[config.mk]
export PLATFORM = sky130hd
export DESIGN_NAME = lsc_clk_select
export DESIGN_NICKNAME = d
export VERILOG_FILES = /design/src/rtl/lsc_pkg.sv /design/src/rtl/lsc_regs.sv /design/src/rtl/lsc_prescaler.sv /design/src/rtl/lsc_src_mux.sv /design/src/rtl/lsc_clk_select.sv
export SDC_FILE = /design/constraint.sdc
export NUM_CORES = 1
export LEC_CHECK = 0
export BUFFER_PORTS_ARGS = -buffer_cell sky130_fd_sc_hd__buf_2
export CORE_MARGIN = 2
export CORE_UTILIZATION = 30
export CTS_CLUSTER_SIZE = 16
export DETAILED_ROUTE_END_ITERATION = 10
export GPL_ROUTABILITY_DRIVEN = 0
export PLACE_DENSITY = 0.61
export SYNTH_ARGS = -nofsm -noshare
export SYNTH_HDL_FRONTEND = slang
export SYNTH_SLANG_ARGS = --single-unit
[constraint.sdc]
create_clock -name clk -period 4.8 [get_ports clk]
set_clock_uncertainty 0.05 [all_clocks]
set_input_delay 0.96 -clock clk [delete_from_list [all_inputs] [get_ports clk]]
set_output_delay 0.96 -clock clk [all_outputs]
set_load 0.05 [all_outputs]
[src/rtl/lsc_pkg.sv]
package lsc_pkg;

  localparam int ADDR_CTRL = 'h00;
  localparam int ADDR_PRE  = 'h08;
  localparam int ADDR_GATE = 'h60;

  localparam logic [15:0] CTRL_KEY = 16'h16AA;

  typedef enum logic {
    SRC_INT = 1'b0,
    SRC_EXT = 1'b1
  } lsc_src_e;

  // Unlock test on the upper half-word of a control write.
  function automatic logic key_ok(input logic [31:0] wdata);
    return wdata[31:16] == CTRL_KEY;
  endfunction

  // Divider terminal condition: count has reached the programmed N.
  function automatic logic div_due(input int unsigned cnt, input int unsigned n);
    return cnt >= n;
  endfunction

endpackage

[src/rtl/lsc_regs.sv]
module lsc_regs
  import lsc_pkg::*;
#(
  parameter int ADDR_W = 8,
  parameter int DATA_W = 32,
  parameter int PRE_W  = 5
) (
  input  logic              clk,
  input  logic              rst_n,
  input  logic              we,
  input  logic [ADDR_W-1:0] addr,
  input  logic [DATA_W-1:0] wdata,
  output logic [DATA_W-1:0] rdata,
  output lsc_src_e          sel_req,
  output logic [PRE_W-1:0]  pre_n,
  output logic              pre_restart,
  output logic              gate_en
);

  logic ctrl_hit, pre_hit, gate_hit, key_match;
  logic [PRE_W-1:0] pre_new;

  assign ctrl_hit  = addr == ADDR_W'(ADDR_CTRL);
  assign pre_hit   = addr == ADDR_W'(ADDR_PRE);
  assign gate_hit  = addr == ADDR_W'(ADDR_GATE);
  assign key_match = key_ok(wdata[31:0]);
  assign pre_new   = wdata[PRE_W-1:0];

  // Restart event: only a write that really changes N.
  assign pre_restart = we && pre_hit && (pre_new != pre_n);

  always_ff @(posedge clk) begin
    if (!rst_n) begin
      sel_req <= SRC_INT;
      pre_n   <= '0;
      gate_en <= 1'b0;
    end else if (we) begin
      if (ctrl_hit && key_match) sel_req <= lsc_src_e'(wdata[0]);
      if (pre_hit)               pre_n   <= pre_new;
      if (gate_hit)              gate_en <= wdata[0];
    end
  end

  always_comb begin
    rdata = '0;
    if (ctrl_hit)      rdata[0]         = sel_req;
    else if (pre_hit)  rdata[PRE_W-1:0] = pre_n;
    else if (gate_hit) rdata[0]         = gate_en;
  end

  assert_key_guard_R2: assert property (@(posedge clk) disable iff (!rst_n)
    (we && ctrl_hit && wdata[31:16] != CTRL_KEY) |=> $stable(sel_req));

  assert_pre_hold_R4: assert property (@(posedge clk) disable iff (!rst_n)
    !(we && pre_hit) |=> $stable(pre_n));

endmodule

[src/rtl/lsc_prescaler.sv]
module lsc_prescaler
  import lsc_pkg::*;
#(
  parameter int PRE_W = 5
) (
  input  logic             clk,
  input  logic             rst_n,
  input  logic             run,
  input  logic             int_tick,
  input  logic             restart,
  input  logic [PRE_W-1:0] div_n,
  output logic             div_hit
);

  logic [PRE_W-1:0] cnt;
  logic             due;
  logic             clear;

  assign due   = div_due(32'(cnt), 32'(div_n));
  assign clear = restart || !run;

  always_ff @(posedge clk) begin
    if (!rst_n)        cnt <= '0;
    else if (clear)    cnt <= '0;
    else if (int_tick) cnt <= due ? '0 : cnt + 1'b1;
  end

  assign div_hit = run && int_tick && !restart && due;

  assert_restart_clears_R6: assert property (@(posedge clk) disable iff (!rst_n)
    restart |=> (cnt == '0));

  assert_cnt_bound_R5: assert property (@(posedge clk) disable iff (!rst_n)
    cnt <= div_n);

endmodule

[src/rtl/lsc_src_mux.sv]
module lsc_src_mux
  import lsc_pkg::*;
(
  input  logic     clk,
  input  logic     rst_n,
  input  lsc_src_e sel_req,
  input  logic     ext_tick,
  input  logic     div_hit,
  input  logic     gate_en,
  output lsc_src_e act_src,
  output logic     run_int,
  output logic     ls_tick,
  output logic     ls_out
);

  logic boundary;
  logic switch_now;

  assign boundary   = (act_src == SRC_EXT) ? ext_tick : div_hit;
  assign switch_now = boundary && (sel_req != act_src);
  assign run_int    = act_src == SRC_INT;

  always_ff @(posedge clk) begin
    if (!rst_n) begin
      act_src <= SRC_INT;
      ls_tick <= 1'b0;
      ls_out  <= 1'b0;
    end else begin
      if (switch_now) act_src <= sel_req;
      ls_tick <= boundary;
      ls_out  <= boundary && gate_en;
    end
  end

  assert_switch_on_boundary_R8: assert property (@(posedge clk) disable iff (!rst_n)
    (act_src != $past(act_src)) |-> ls_tick);

  assert_ext_bypass_R7: assert property (@(posedge clk) disable iff (!rst_n)
    (act_src == SRC_EXT && ext_tick) |=> ls_tick);

  assert_gate_subset_R9: assert property (@(posedge clk) disable iff (!rst_n)
    ls_out |-> ls_tick);

endmodule

[src/rtl/lsc_clk_select.sv]
module lsc_clk_select
  import lsc_pkg::*;
#(
  parameter int ADDR_W = 8,
  parameter int DATA_W = 32,
  parameter int PRE_W  = 5
) (
  input  logic              clk,
  input  logic              rst_n,
  input  logic              reg_we,
  input  logic [ADDR_W-1:0] reg_addr,
  input  logic [DATA_W-1:0] reg_wdata,
  output logic [DATA_W-1:0] reg_rdata,
  input  logic              ext_tick,
  input  logic              int_tick,
  output logic              ls_tick,
  output logic              ls_out,
  output logic              src_active
);

  lsc_src_e         sel_req;
  lsc_src_e         act_src;
  logic [PRE_W-1:0] pre_n;
  logic             pre_restart;
  logic             gate_en;
  logic             run_int;
  logic             div_hit;

  lsc_regs #(.ADDR_W(ADDR_W), .DATA_W(DATA_W), .PRE_W(PRE_W)) u_regs (
    .clk, .rst_n,
    .we(reg_we), .addr(reg_addr), .wdata(reg_wdata), .rdata(reg_rdata),
    .sel_req, .pre_n, .pre_restart, .gate_en
  );

  lsc_prescaler #(.PRE_W(PRE_W)) u_div (
    .clk, .rst_n,
    .run(run_int), .int_tick, .restart(pre_restart), .div_n(pre_n), .div_hit
  );

  lsc_src_mux u_mux (
    .clk, .rst_n,
    .sel_req, .ext_tick, .div_hit, .gate_en,
    .act_src, .run_int, .ls_tick, .ls_out
  );

  assign src_active = act_src;

endmodule

==> flow_metrics.tcl <==
set metrics [dict create \
    setup_viol 0 \
    whs_ns 0.445 \
    power_w 0.000312 \
    initialDrtViolationCount 26 \
    ant_nets 0 \
    hpwl_um 1870 \
    dr.pass1.iters 4 \
    rsz0062_at_grt "no" \
    postCtsSetupBuffers 0 \
    synth_area_mm2 0.00119 \
    cp.arrival_ns 2.36 \
    fin_nets 234 \
    cp-end-kind "output pin" \
    grt_pass1_wl_um 3780 \
    ys_types 38 \
    cts_buffers 3 \
    seqCellArea_um2 300 \
    slew_violations 0 \
    post-route-util_pct 36.7 \
    r2r_start "u_regs.pre_n[4]" \
    cts_hold_repair.buffers 0 \
    grt_overflow 0 \
    cts_max_level 1 \
    cts_buffer_depth 2 \
    yosysTopAreaCell "dfxtp_1" \
    multi_input_area_um2 724 \
    syn_to_final_growth_pct 15.2 \
    core-area_mm2 0.00374 \
    viasPerCell 4.31 \
    avgSynthCellArea_um2 8.40 \
    ys_async_sr_fraction_pct 0 \
    synthFlopType "dfxtp_1" \
    grt_usage_pct 10.9 \
    die_area_mm2 0.00450 \
    power_leakage_nw 0.643 \
    clk_pin_slew_ns 0.06 \
    ys_warn_count 0 \
    worstHoldPathType "flip-flop to flip-flop" \
    cts_sinks 15 \
    worstPathMaxFanout 10 \
    cp-start-kind "input pin" \
    die_w_um 67.0 \
    status "completed" \
    synth.yosys.seq_area_share_pct 25.2 \
    antenna_found_initial 0 \
    start_util_pct 31.9 \
    min_path_cells 2 \
    synth.area.top_cells "dfxtp_1 (25%), buf_4 (18%), ha_1 (6.3%)" \
    peakVddDrop_v 0.000101 \
    cts_root_buffer "clkbuf_8" \
    wirelength_um 2300 \
    drc_errors 0 \
    yosysMostFrequentCell "buf_4" \
    cts_resized 0 \
    diodes 0 \
    regToRegSetupSlack_ns 2.97 \
    ff2ff_path_depth 6 \
    worstHoldEndpoint "u_regs.pre_n[3]" \
    yosys.area.top_type_share_pct 25.2 \
    max_freq_mhz 296 \
    synthCells 142 \
    crit_type "input pin to output pin" \
    n_fill_cell 427 \
    ys_ff_latch 15 \
    fin_crit_ns 3.37 \
    synth_edf_count 0 \
    dr_total_vias 992 \
    port_buffers 41 \
    die_h_um 67.0 \
    power.density_mw_per_mm2 227 \
    hold_violations 0 \
    fin_tns_setup_ns 0 \
    grt_max_degree 11 \
    reg2reg_to "u_div.cnt[1]" \
    drv_cap 0 \
    required_ns 3.79 \
    final.period_utilization_pct 70.3 \
    grt_pass1_vias 902 \
    io_pins 80 \
    rows 22 \
    synth_commonest_cells "buf_4 (28), dfxtp_1 (15), nand2_1 (11)" \
    cts_tree "yes" \
    drive_gt1_share_pct 29.1 \
    min_from "u_regs.pre_n[3]" \
    clkLatencyLatePin_ns 0.25 \
    wire_per_inst_um 9.99 \
]
[critical path, stage by stage]
cell,delay (ns)
buf_2,0.11
nor4_4,0.44
and3_2,0.39
nand2_1,0.08
o211ai_1,0.09
buf_2,0.29
[worst max-delay path by stage]
stage / start / to / slack (ns)
detailed placement: reg_addr[0] / reg_rdata[0] / 1.42
CTS: reg_addr[0] / reg_rdata[0] / 1.42
global placement: reg_addr[0] / reg_rdata[0] / 1.43
floorplan: reg_addr[0] / reg_rdata[0] / 1.46
finish: reg_addr[0] / reg_rdata[0] / 1.43
global route: reg_addr[0] / reg_rdata[0] / 1.32
[cells by family (layout without fill, tap and decap cells)]
kind of cell / count (synthesis) / count (layout) / synth area share, %
AOI/OAI and AO/OA: 16 / 16 / 9.23
xor gates and xnor gates: 9 / 9 / 6.61
adders and majority gates: 6 / 6 / 6.30
buffers and inverters: 41 / 55 / 22.2
DFF: 15 / 15 / 25.2
muxes: 3 / 3 / 2.52
other: 1 / 27 / 0.314
and+or+nand+nor: 51 / 51 / 27.6
[metrics by stage]
| stage | instances | instance area, µm² | worst slack, ns |
|---|---|---|---|
| 6_report | 230 | 1370 | 1.43 |
| 5_1_grt | 230 | 1370 | 1.32 |
| 4_1_cts | 230 | 1370 | 1.42 |
| 3_5_place_dp | 226 | 1330 | 1.42 |
| 3_3_place_gp | 226 | 1330 | 1.43 |
| 2_1_floorplan | 168 | 1290 | 1.46 |
[area by class of cell]
cell class / instances / share of cell area, %
multi-input combinational: 112 / 52.7
clock inverter: 1 / 0.364
inverter: 10 / 2.73
timing repair buffer: 41 / 14.9
sequential: 15 / 21.9
tap: 48 / 4.37
clock buffer: 3 / 3.01
[flip-flops by register name (all words and copies together), names as in the netlist]
register / cells
u_div.cnt: 5
u_regs.pre_n: 5
u_mux.act_src: 1
u_mux.ls_out: 1
u_mux.ls_tick: 1
u_regs.gate_en: 1
u_regs.sel_req: 1
[metal layers]
metal	wire length, µm	vias up	GRT usage, %
li1	-	516	-
met1	1060	439	13.6
met2	1030	35	17.7
met3	197	2	3.72
met4	8	0	2.81
met5	0	-	0
[where the power goes]
| part | switching, W | internal, W |
|---|---|---|
| clock | 0.0000464 | 0.0000575 |
| sequential | 0.000000907 | 0.000126 |
| combinational | 0.0000644 | 0.0000168 |
[cell usage in the layout (no fill, tap or decap), types with 2 or more instances in the layout]
master,netlist,final
and2_1,4,4
conb_1,1,27
nand3_1,6,6
xor2_1,6,6
buf_2,1,41
dfxtp_1,15,15
a21oi_1,6,6
mux2i_1,3,3
nand4_1,6,6
xnor2_1,3,3
o211ai_1,2,2
nor2_1,4,4
nand3b_1,2,2
o31ai_1,3,3
inv_1,10,10
nor3_1,6,6
nand2_1,11,11
clkbuf_8,0,3
ha_1,6,6
(Power assumes the default switching activity.)
